===== src/rtl/irqv_pkg.sv =====
package irqv_pkg;

  localparam int N_SRC      = 6;
  localparam int N_MASKABLE = 4;

  localparam int SRC_RST = 0;
  localparam int SRC_SWI = 1;
  localparam int SRC_EXT = 2;
  localparam int SRC_TMR = 3;
  localparam int SRC_SCI = 4;
  localparam int SRC_SPI = 5;

  // High-byte address of the vector for a source index; the pairs descend by two.
  function automatic logic [15:0] vec_addr(input logic [15:0] top, input int idx);
    return top - 16'(2 * idx);
  endfunction

endpackage


===== src/rtl/irqv_group.sv =====
module irqv_group #(
  parameter int N = 3
) (
  input  logic [N-1:0] flags,
  input  logic [N-1:0] en,
  output logic         req
);

  logic [N-1:0] hit;

  genvar g;
  generate
    for (g = 0; g < N; g++) begin : g_hit
      assign hit[g] = flags[g] & en[g];
    end
  endgenerate

  assign req = |hit;

endmodule


===== src/rtl/irqv_ext_latch.sv =====
module irqv_ext_latch #(
  parameter int SYNC_STAGES = 2,
  parameter bit LEVEL_MODE  = 1'b1
) (
  input  logic clk,
  input  logic rst,
  input  logic pin_n,
  input  logic clr,
  output logic req
);

  logic [SYNC_STAGES-1:0] sync_q;
  logic                   prev_q;
  logic                   latch_q;
  logic                   lvl;
  logic                   fall;

  always_ff @(posedge clk) begin
    if (rst) begin
      sync_q <= '1;
      prev_q <= 1'b1;
    end else begin
      sync_q <= {sync_q[SYNC_STAGES-2:0], pin_n};
      prev_q <= sync_q[SYNC_STAGES-1];
    end
  end

  assign lvl  = sync_q[SYNC_STAGES-1];
  assign fall = prev_q & ~lvl;

  // A new edge wins over a clear in the same cycle so no pulse is lost.
  always_ff @(posedge clk) begin
    if (rst)       latch_q <= 1'b0;
    else if (fall) latch_q <= 1'b1;
    else if (clr)  latch_q <= 1'b0;
  end

  generate
    if (LEVEL_MODE) begin : g_level
      assign req = latch_q | ~lvl;
    end else begin : g_edge
      assign req = latch_q;
    end
  endgenerate

  AST_LATCH_STICKY: assert property (@(posedge clk) disable iff (rst)
    latch_q && !clr |=> latch_q);

endmodule


===== src/rtl/irqv_select.sv =====
module irqv_select
  import irqv_pkg::*;
(
  input  logic                  reset_req,
  input  logic                  boundary,
  input  logic                  mask,
  input  logic                  swi_pend,
  input  logic [N_MASKABLE-1:0] live,
  input  logic [N_MASKABLE-1:0] snap,
  output logic [N_SRC-1:0]      grant,
  output logic                  fire
);

  logic [N_MASKABLE-1:0] early;
  logic [N_MASKABLE-1:0] open_req;

  assign early    = snap & live & {N_MASKABLE{~mask}};
  assign open_req = live & {N_MASKABLE{~mask}};

  always_comb begin
    logic found;
    grant = '0;
    found = 1'b0;
    if (reset_req) begin
      grant[SRC_RST] = 1'b1;
    end else if (boundary) begin
      if (swi_pend) begin
        for (int i = 0; i < N_MASKABLE; i++) begin
          if (early[i] && !found) begin
            grant[SRC_EXT + i] = 1'b1;
            found = 1'b1;
          end
        end
        if (!found) grant[SRC_SWI] = 1'b1;
      end else begin
        for (int i = 0; i < N_MASKABLE; i++) begin
          if (open_req[i] && !found) begin
            grant[SRC_EXT + i] = 1'b1;
            found = 1'b1;
          end
        end
      end
    end
  end

  assign fire = |grant;

  always_comb begin
    AST_GRANT_ONEHOT: assert ($onehot0(grant));
  end

endmodule


===== src/rtl/irq_vector_arbiter.sv =====
module irq_vector_arbiter
  import irqv_pkg::*;
#(
  parameter int          ADDR_W      = 16,
  parameter logic [15:0] VEC_TOP     = 16'h1FFE,
  parameter int          TMR_N       = 3,
  parameter int          SCI_N       = 5,
  parameter int          SPI_N       = 2,
  parameter int          SYNC_STAGES = 2,
  parameter bit          EXT_LEVEL   = 1'b1
) (
  input  logic              clk,
  input  logic              rst,
  input  logic              reset_req_i,
  input  logic              mask_i,
  input  logic              swi_fetch_i,
  input  logic              boundary_i,
  input  logic              ext_irq_n_i,
  input  logic [TMR_N-1:0]  tmr_flag_i,
  input  logic [TMR_N-1:0]  tmr_en_i,
  input  logic [SCI_N-1:0]  sci_flag_i,
  input  logic [SCI_N-1:0]  sci_en_i,
  input  logic [SPI_N-1:0]  spi_flag_i,
  input  logic [SPI_N-1:0]  spi_en_i,
  output logic              take_o,
  output logic [ADDR_W-1:0] vec_hi_o,
  output logic [ADDR_W-1:0] vec_lo_o,
  output logic              mask_set_o
);

  localparam logic [ADDR_W-1:0] RST_HI = ADDR_W'(VEC_TOP);
  localparam logic [ADDR_W-1:0] SWI_HI = ADDR_W'(vec_addr(VEC_TOP, SRC_SWI));

  logic [N_MASKABLE-1:0] live;
  logic [N_MASKABLE-1:0] snap_q;
  logic [N_SRC-1:0]      grant;
  logic                  fire;
  logic                  swi_pend_q;
  logic                  ext_clr;
  logic                  nonmask_take;
  logic [ADDR_W-1:0]     next_hi;

  irqv_ext_latch #(
    .SYNC_STAGES (SYNC_STAGES),
    .LEVEL_MODE  (EXT_LEVEL)
  ) u_ext (
    .clk   (clk),
    .rst   (rst),
    .pin_n (ext_irq_n_i),
    .clr   (ext_clr),
    .req   (live[0])
  );

  irqv_group #(.N(TMR_N)) u_tmr (.flags(tmr_flag_i), .en(tmr_en_i), .req(live[1]));
  irqv_group #(.N(SCI_N)) u_sci (.flags(sci_flag_i), .en(sci_en_i), .req(live[2]));
  irqv_group #(.N(SPI_N)) u_spi (.flags(spi_flag_i), .en(spi_en_i), .req(live[3]));

  irqv_select u_sel (
    .reset_req (reset_req_i),
    .boundary  (boundary_i),
    .mask      (mask_i),
    .swi_pend  (swi_pend_q),
    .live      (live),
    .snap      (snap_q),
    .grant     (grant),
    .fire      (fire)
  );

  assign ext_clr      = grant[SRC_EXT];
  assign nonmask_take = grant[SRC_RST] | grant[SRC_SWI];

  always_comb begin
    next_hi = RST_HI;
    for (int i = 0; i < N_SRC; i++) begin
      if (grant[i]) next_hi = ADDR_W'(vec_addr(VEC_TOP, i));
    end
  end

  always_ff @(posedge clk) begin
    if (rst) begin
      take_o     <= 1'b0;
      mask_set_o <= 1'b0;
      vec_hi_o   <= RST_HI;
      vec_lo_o   <= RST_HI + 1'b1;
    end else begin
      take_o     <= fire;
      mask_set_o <= fire;
      if (fire) begin
        vec_hi_o <= next_hi;
        vec_lo_o <= next_hi + 1'b1;
      end
    end
  end

  // Software-interrupt bookkeeping: pending flag and snapshot of earlier requests.
  always_ff @(posedge clk) begin
    if (rst) begin
      swi_pend_q <= 1'b0;
      snap_q     <= '0;
    end else if (fire && nonmask_take) begin
      swi_pend_q <= 1'b0;
      snap_q     <= '0;
    end else if (swi_fetch_i && !swi_pend_q) begin
      swi_pend_q <= 1'b1;
      snap_q     <= live & {N_MASKABLE{~mask_i}};
    end else begin
      snap_q     <= snap_q & live & ~grant[N_SRC-1:SRC_EXT];
    end
  end

  AST_RESET_WINS: assert property (@(posedge clk) disable iff (rst)
    reset_req_i |=> take_o && vec_hi_o == RST_HI);

  AST_ONLY_AT_BOUNDARY: assert property (@(posedge clk) disable iff (rst)
    take_o |-> $past(boundary_i || reset_req_i));

  AST_MASK_BLOCKS: assert property (@(posedge clk) disable iff (rst)
    take_o && $past(mask_i) && !$past(reset_req_i) |-> vec_hi_o == SWI_HI);

  AST_VEC_PAIR: assert property (@(posedge clk) disable iff (rst)
    take_o |-> vec_lo_o == vec_hi_o + 1'b1);

endmodule


===== config.mk =====
export PLATFORM = sky130hd
export DESIGN_NAME = irq_vector_arbiter
export DESIGN_NICKNAME = d
export VERILOG_FILES = /design/src/rtl/irqv_pkg.sv /design/src/rtl/irqv_group.sv /design/src/rtl/irqv_ext_latch.sv /design/src/rtl/irqv_select.sv /design/src/rtl/irq_vector_arbiter.sv
export SDC_FILE = /design/constraint.sdc
export NUM_CORES = 1
export LEC_CHECK = 0
export ABC_AREA = 1
export BUFFER_PORTS_ARGS = -buffer_cell sky130_fd_sc_hd__buf_2
export CORE_MARGIN = 5
export CORE_UTILIZATION = 44
export CTS_BUF_LIST = sky130_fd_sc_hd__clkbuf_16
export DETAILED_ROUTE_END_ITERATION = 7
export MAX_ROUTING_LAYER = met4
export PLACE_DENSITY = 0.77
export SKIP_CTS_REPAIR_TIMING = 1
export SLEW_MARGIN = 20
export SYNTH_ARGS = -nofsm -noshare
export SYNTH_HDL_FRONTEND = slang
export SYNTH_SLANG_ARGS = --single-unit

===== constraint.sdc =====
create_clock -name clk -period 1.5 [get_ports clk]
set_clock_uncertainty 0.1 [all_clocks]
set_input_delay 0.3 -clock clk [delete_from_list [all_inputs] [get_ports clk]]
set_output_delay 0.3 -clock clk [all_outputs]
set_load 0.05 [all_outputs]

# After elaboration in Yosys (flattened, before gate mapping)
# Index checks and enable logic that the tools add are counted.
[classes]
reduce_logical = 21
bitwise = 20
addsub = 1
n_mux = 48
[ops]
columns = ["operator", "count"]
rows = [
  ["$mux 16", 4],
  ["$mux 1", 39],
  ["$add 16x1->16 const B", 1],
  ["$and 4x4->4", 4],
  ["$and 1x1->1", 11],
  ["$mux 5", 2],
  ["$logic_and 1x1->1", 8],
  ["$mux 4", 2],
  ["$logic_not 1->1", 7],
  ["$reduce_or 6->1", 1],
  ["$reduce_or 5->1", 1],
  ["$not 4->4", 1],
  ["$reduce_or 2->1", 2],
  ["$reduce_or 3->1", 1],
  ["$mux 2", 1],
  ["$not 1->1", 2],
  ["$or 1x1->1", 2],
  ["$reduce_bool 2->1", 1],
]
[totals]
ff_bits = 42
out_inout_bits = 34
in_bits = 27
elab_cells = 98

# Depth between registers and ports, before layout
# Gate-level depths: netlist (run 1).
[logic_depth]
ltp_word = 36
mapped_depth = 12
ltp_nobuf = 12

# By module
# A second synthesis (run 1) with hierarchy kept.
[unflattened]
cells_unflattened = 176
area_unflattened_um2 = 1068.5
[by_module_without_submodules]
columns = ["module", "n_inst", "seq_area_each_um2", "cells_each", "area_each_um2"]
rows = [
  ["irq_vector_arbiter", 1, 180.2, 87, 616.8],
  ["irqv_select", 1, 0.0, 56, 252.7],
  ["irqv_ext_latch", 1, 80.1, 15, 130.1],
  ["irqv_group (u_sci)", 1, 0.0, 11, 41.3],
  ["irqv_group (u_tmr)", 1, 0.0, 4, 16.3],
  ["irqv_group (u_spi)", 1, 0.0, 3, 11.3],
]

# Least setup slack after synthesis (run 1)
# No wires, ideal clock.
[synth_timing]
path_kind = "reg-to-output"
startpoint = "register vec_lo_o[2]"
endpoint = "output vec_lo_o[2]"
path_slack_ns = 0.186
path_buffers = 1
required_time_ns = 1.100
arrival_ns = 0.914
path_stages_with_launch = 2
cell_sequence = "dfxtp_1 -> buf_4"
[synth_lines]
columns = ["item", "line_no", "text"]
rows = [
  ["start: declaration", "irq_vector_arbiter.sv:27", "output logic [ADDR_W-1:0] vec_lo_o,"],
  ["start signal: assignment", "irq_vector_arbiter.sv:84", "vec_lo_o <= RST_HI + 1'b1;"],
  ["start signal: assignment", "irq_vector_arbiter.sv:90", "vec_lo_o <= next_hi + 1'b1;"],
]
# No word-level cell between the ends.

# Final worst setup path (run 1)
[layout_timing]
startpoint = "register u_ext.latch_q"
endpoint = "register mask_set_o"
[layout_between]
elab_chain_len = 30
word_cells_on_any_way = 56
cone_classes = "mux: 39; bitwise: 4; reduce/logical: 13"
[layout_rtl]
columns = ["item", "line_no", "text"]
rows = [
  ["start: declaration", "irqv_ext_latch.sv:14", "logic latch_q;"],
  ["start signal: assignment", "irqv_ext_latch.sv:33", "if (rst) latch_q <= 1'b0;"],
  ["start signal: assignment", "irqv_ext_latch.sv:34", "else if (fall) latch_q <= 1'b1;"],
  ["start signal: assignment", "irqv_ext_latch.sv:35", "else if (clr) latch_q <= 1'b0;"],
  ["$or 1x1->1 (*)", "irqv_ext_latch.sv:40", "assign req = latch_q | ~lvl;"],
  ["$and 4x4->4 (2 in a row)", "irqv_select.sv:17", "assign early = snap & live & {N_MASKABLE{~mask}};"],
  ["$mux 1", "irqv_select.sv:29", "if (early[i] && !found) begin"],
  ["$mux 1", "irqv_select.sv:27", "if (swi_pend) begin"],
  ["$mux 1", "irqv_select.sv:26", "end else if (boundary) begin"],
  ["$mux 1", "irqv_select.sv:24", "if (reset_req) begin"],
  ["$logic_not 1->1", "irqv_select.sv:29", ""],
  ["$logic_and 1x1->1", "irqv_select.sv:29", ""],
  ["(+13 left out)", "-", ""],
  ["$mux 1", "irqv_select.sv:27", ""],
  ["$mux 1", "irqv_select.sv:26", ""],
  ["$mux 1", "irqv_select.sv:24", ""],
  ["$mux 1", "irqv_select.sv:34", "if (!found) grant[SRC_SWI] = 1'b1;"],
  ["$mux 1", "irqv_select.sv:27", ""],
  ["$mux 5 (*)", "irqv_select.sv:26", ""],
  ["$mux 5 (*)", "irqv_select.sv:24", ""],
  ["$reduce_or 6->1 (*)", "irqv_select.sv:46", "assign fire = |grant;"],
  ["end signal: assignment", "irq_vector_arbiter.sv:87", "mask_set_o <= fire;"],
  ["end: declaration", "irq_vector_arbiter.sv:28", "output logic mask_set_o"],
]
# Every way passes the cells marked *; elsewhere a longest branch is shown, timed or not. The select of a mux whose other input is x is not followed.
# A chain may end at the register's enable or synchronous reset.

==> summary.md, run 1 <==
| Metric | Value |
|---|---|
| Peak VDD IR | `between 0.9 and 1 mV` |
| 1st-iter DRT viols | `23` |
| HP Class | `input pin to flop` |
| Post-route antenna net violation count | `0` |
| Detailed Routing Iterations Pass 1 | `4` |
| Post-synth EDFFs | `0` |
| Worst r2r dst | `mask_set_o` |
| Sw Ratio | `between 30% and 40%` |
| Kind of start point of the critical path | `flop` |
| Post-Layout Cell Count | `~220` |
| Final Hold Vio Count | `0` |
| Root Driver | `clkbuf_16` |
| Worst hold slack | `143 ps` |
| Commonest non-fill, non-tap cell in the layout | `buf_2` |
| Distinct cells, synth | `26` |
| Net switching power | `0.445 mW` |
| Die Area | `3600 um^2` |
| Setup CP Type | `flop to flop` |
| Total number of vias | `909` |
| Worst setup path start | `u_ext.latch_q` |
| Yosys warning total | `0` |
| Cell Area, Synth | `about 1100 um^2` |
| Most frequent cells in the layout | `34 x buf_2, 33 x nand2_1, 26 x conb_1` |
| RSZ-0062 raised after global routing | `no` |
| Top Ports | `61` |
| Minimum setup slack among reg-to-reg paths | `150 ps` |
| TritonCTS sink count | `13` |
| Worst Setup End Kind | `flop` |
| Layout area overhead | `15.5%` |
| Number of global-route vias before repair | `approximately 760` |
| Vias per Instance | `around 4.2` |
| Num CTS Buffers | `3` |
| Worst r2r src | `u_ext.latch_q` |
| Power per Cell Area | `approximately 980 nW/um^2` |
| Setup violators final | `0` |
| Worst setup endpoint | `mask_set_o` |
| Pwr Total | `~1.2 mW` |
| Max Transition Viols Final | `0` |
| Die H | `about 60 um` |
| Global-route wire length before repair | `about 3.1 mm` |
| Ant diodes | `0` |
| Setup Total Neg Slack | `0 ps` |
| Min Tclk post-route | `1350 ps` |
| MaxCap Viol Count | `0` |
| Combinational power share | `between 30 and 40%` |
| Fraction of layout cells with a size suffix above 1 | `between 40% and 50%` |
| Critical Path Fanout Max | `3` |
| Tot GR Track Use | `about an eighth` |
| H-tree levels | `1` |
| Clock share of power | `39.3%` |
| Leakage | `a little under 0.7 nW` |
| Maximum root-to-sink buffer count | `2` |
| Critical Path AT | `between 1000 and 1500 ps` |
| Hpwl dp | `around 1.7 mm` |
| Outcome | `finished, final reports clean` |
| Seq/Total Area, Yosys | `around a quarter` |
| Post-DR wirelength/cell | `about 9.5 um` |
| Clock Latency Late Sink | `roughly 240 ps` |
| Port buffer count | `34` |
| Core area | `~2400 um^2` |
| Share of flip-flops with an asynchronous set or reset | `0%` |
| Max Freq | `approximately 740 MHz` |
| Setup slack after layout | `153 ps` |
| Sequential Power Share | `29.9%` |
| Die X | `60.0 um` |
| Final Cycle Share | `about nine tenths` |
| Dpl ws | `slightly below 30 ps` |
| CP Data Required Time | `1530 ps` |
| Int Pwr | `0.799 mW` |
| Worst Reg-to-Reg Cells | `11` |
| Syn_area_per_cell | `7.24 um^2` |
| Nets | `about 220` |
| Flops & latches, synth | `13` |
| Initial Utilization | `a little under half` |
| RD Place Congestion | `0.857` |
| Row count | `18` |
| Overflow left after global routing | `0` |
| Dpl cells | `213` |
| Post-Syn Instances | `between 150 and 200` |
| Most used DFF post-synth | `dfxtp_1` |
| Largest net degree at the start of global routing | `9` |
| Register clock-pin slew on the reported worst setup and hold paths | `40 ps` |
| Initial antenna violation count | `0` |
| Placed inst area | `around 1200 um^2` |
| Post-layout util | `a little over half` |
| DRC violations left | `0` |
| Fin area | `approximately 1300 um^2` |
| TritonCTS clock tree | `done` |
| Final WL | `around 2.1 mm` |
-- per-layer routing --
metal | share of wire, % | global-route usage, % | up-vias
met5 | 0 | - | -
met1 | 40 | 14.2 | 383
met4 | 1.5 | 3.80 | 0
met2 | 47 | 19.4 | 43
met3 | 12 | 3.24 | 4
li1 | - | - | 479
-- logic make-up after synthesis --
family / Yosys count / share of synthesized area [%]
other: 2 / 0.682
AND/OR/NAND/NOR: 77 / 40.6
flip-flops: 13 / 23.6
AO/OA/AOI/OAI: 11 / 7.27
buffers and inverters: 49 / 27.8
-- synth_stat cells, types with 2 or more instances --
master   number  share of area, %
inv_1         9               3.1
nand3_1       6               2.7
nor2_1       10               3.4
nand4_1       2               1.1
dfxtp_1      13                24
nor2_4        2               2.0
or2_2         3               1.7
nand3_4       2               3.2
a21oi_2       4               3.2
nand3_2       5               4.5
nand2_2       8               4.5
nand2_4       3               3.1
a21oi_1       2              0.91
nand2_1      33                11
buf_4        30                20
nor2_2        2               1.1
conb_1        2              0.68
inv_2         8               2.7
-- power by group through the flow --
stage	combinational (mW)	sequential, mW	clock [mW]
final	0.383	0.372	0.488
after CTS	0.384	0.372	0.505
after global routing	0.412	0.374	0.516
after floorplan	0.349	0.400	0
after detailed placement	0.383	0.378	0
after global placement	0.380	0.378	0
-- state kept, by name, summed over array words and instances (netlist names) --
name and count:
swi_pend_q 1, vec_lo_o 3, snap_q 4, u_ext.sync_q 2, mask_set_o 1, u_ext.latch_q 1, u_ext.prev_q 1
-- final cells by class --
class | count | area, um^2
clock buffers | 3 | 75.1
clock inverters | 1 | 3.75
fillers | 266 | 1160
inverters | 18 | 70.1
multi-input cells | 114 | 624
flip-flops and latches | 13 | 260
well taps | 30 | 37.5
repair buffers | 38 | 200
-- critical path, cell delays in order, from the launching register on --
cell and delay [ps]:
dfxtp_1 330, inv_2 50, nand2_4 80, nand2_4 60, nand2_1 100, nand2_1 70, nand3_2 80, nand2_2 80
nor2_4 130, inv_2 30, nor2_1 80, nor2_1 40
-- worst min path at each step --
stage | from | end | slack (ps) | cells past startpoint
2_1_floorplan | rst | mask_set_o | 270 | 1
5_1_grt | ext_irq_n_i | u_ext.sync_q[0] | 160 | 2
3_3_place_gp | u_ext.sync_q[0] | u_ext.sync_q[1] | 290 | 1
4_1_cts | ext_irq_n_i | u_ext.sync_q[0] | 140 | 2
6_report | ext_irq_n_i | u_ext.sync_q[0] | 140 | 2
3_5_place_dp | u_ext.sync_q[0] | u_ext.sync_q[1] | 300 | 1
Power figures use the tool's default switching activity.
==> inputs of run 2 (changes only) <==
--- a/config.mk
+++ b/config.mk
@@ -12,7 +12,7 @@
 export CTS_BUF_LIST = sky130_fd_sc_hd__clkbuf_16
 export DETAILED_ROUTE_END_ITERATION = 7
 export MAX_ROUTING_LAYER = met4
-export PLACE_DENSITY = 0.77
+export PLACE_DENSITY = 0.79
 export SKIP_CTS_REPAIR_TIMING = 1
 export SLEW_MARGIN = 20
 export SYNTH_ARGS = -nofsm -noshare
==> run 2 against run 1 <==
  * Flip-flop and latch count stayed put
  * Largest cell class unchanged
  * Largest power group unchanged
  * Setup slack improved by 10 ps
  * Fmax grew 0.79%
  * Combinational power fell by 1%
==> summary.md, run 2 (synthesized netlist as in run 1, its figures left out) <==
| Metric | Value |
|---|---|
| Critical Path AT | `~1400 ps` |
| Overflow left after global routing | `0` |
| Setup CP Type | `flop to flop` |
| Die X | `about 60 um` |
| Met2 Resource Use GR | `about a fifth` |
| Peak VDD IR | `0.570 mV` |
| Final Hold Vio Count | `0` |
| Hold Path Cell Cnt | `2` |
| Placed inst area | `~1200 um^2` |
| Initial Utilization | `between 40% and 50%` |
| Post-route antenna net violation count | `0` |
| Port buffer count | `34` |
| Final Cycle Share | `between 80% and 90%` |
| Global-route wire length before repair | `2.98 mm` |
| Row count | `18` |
| Final WL | `between 1.5 and 2 mm` |
| Vias per Instance | `~4.2` |
| Worst r2r dst | `vec_lo_o[3]` |
| Total number of vias | `~900` |
| Root Driver | `clkbuf_16` |
| WHS Endpoint | `u_ext.sync_q[0]` |
| Tot GR Track Use | `11.5%` |
| CP Data Required Time | `~1500 ps` |
| Kind of start point of the critical path | `flop` |
| Max Freq | `748 MHz` |
| Ant diodes | `0` |
| Regs by FF count | `snap_q: 4 flops, vec_lo_o: 3 flops, u_ext.sync_q: 2 flops` |
| RD Place Congestion | `0.863` |
| Largest net degree at the start of global routing | `9` |
| Maximum root-to-sink buffer count | `2` |
| Top Ports | `a little over 60` |
| Pwr Total | `about 1.3 mW` |
| Worst r2r src | `u_ext.latch_q` |
| Min Tclk post-route | `between 1000 and 1500 ps` |
| Minimum setup slack among reg-to-reg paths | `between 150 and 200 ps` |
| Post-DR wirelength/cell | `between 9 and 10 um` |
| Hpwl dp | `1.65 mm` |
| Die Area | `3600 um^2` |
| Num CTS Buffers | `3` |
| Critical Path Fanout Max | `3` |
| RSZ-0062 raised after global routing | `no` |
| Most frequent cells in the layout | `34 x buf_2, 33 x nand2_1, 26 x conb_1` |
| Setup Total Neg Slack | `0 ps` |
| TritonCTS clock tree | `done` |
| H-tree levels | `1` |
| Register clock-pin slew on the reported worst setup and hold paths | `around 50 ps` |
| Nets | `roughly 210` |
| Max Transition Viols Final | `0` |
| Setup violators final | `0` |
| Die H | `~60 um` |
| Initial antenna violation count | `0` |
| Fin area | `approximately 1300 um^2` |
| TritonCTS sink count | `13` |
| Met1 Use GR | `13.0%` |
| Power per Cell Area | `about 1000 nW/um^2` |
| Detailed Routing Iterations Pass 1 | `3` |
| Commonest non-fill, non-tap cell in the layout | `buf_2` |
| Worst Setup End Kind | `flop` |
| Leakage | `~0.67 nW` |
| Core area | `2430 um^2` |
| Fraction of layout cells with a size suffix above 1 | `42.7%` |
| Layout area overhead | `14.1%` |
| Most Crowded Layer GR | `met2` |
| Met3 GRT Util | `roughly 2.6%` |
| Outcome | `finished, final reports clean` |
| Max FFs per register | `4` |
| DRC violations left | `0` |
| MaxCap Viol Count | `0` |
| HP Class | `input pin to flop` |
| Worst Reg-to-Reg Cells | `11` |
| Critical hold path startpoint | `ext_irq_n_i` |
| Clock Latency Late Sink | `roughly 240 ps` |
| Number of global-route vias before repair | `about 750` |
| Biggest register | `snap_q` |
| 1st-iter DRT viols | `7` |
run 2: cell types whose count changed in the layout (fill, tap and decap cells not counted):
cell and delta:
buf_4 -2
run 2: metal layers:
| layer | vias up | wire length [um] |
|---|---|---|
| met2 | 39 | 918 |
| met3 | 5 | 237 |
| li1 | 482 | - |
| met4 | 0 | 36 |
| met5 | - | 0 |
| met1 | 376 | 779 |
run 2: where the power goes:
part           internal (mW)  total, mW  switching (mW)
combinational         0.0821      0.378           0.296
sequential             0.362      0.371         0.00885
clock                  0.352      0.503           0.151
run 2: worst max-delay path, cell delays in order (launching register included):
cell and delay, ps:
dfxtp_1 330, inv_2 50, nand2_4 80, nand2_4 60, nand2_1 90, nand2_1 70, nand3_2 80, nand2_2 80
nor2_4 130, nand2_1 60, nand2_1 60, nand2_1 50
run 2: worst max path at each step:
stage | start | endpoint | depth (start not counted)
5_1_grt | u_ext.latch_q | mask_set_o | 11
4_1_cts | u_ext.latch_q | vec_lo_o[3] | 11
3_5_place_dp | tmr_flag_i[1] | vec_lo_o[3] | 13
3_3_place_gp | tmr_flag_i[1] | vec_lo_o[3] | 13
6_report | u_ext.latch_q | vec_lo_o[3] | 11
2_1_floorplan | vec_lo_o[2] | vec_lo_o[2] | 1
run 2: area by class of cell:
type,instances,area [um^2]
flip-flops and latches,13,260
well taps,30,37.5
multi-input cells,114,624
fillers,255,1180
inverters,18,70.1
clock inverters,1,3.75
clock buffers,3,75.1
repair buffers,36,185
run 2: through the flow:
stage | utilization [%] | setup WS, ps | cells | hold WS [ps]
global placement | 48.4 | 54.1 | 211 | 291
global route | 51.6 | 44.7 | 215 | 141
floorplan | - | 186 | 176 | 272
detailed placement | 48.4 | 37.2 | 211 | 301
finish | 51.6 | 164 | 215 | 136
CTS | 51.6 | 139 | 215 | 134
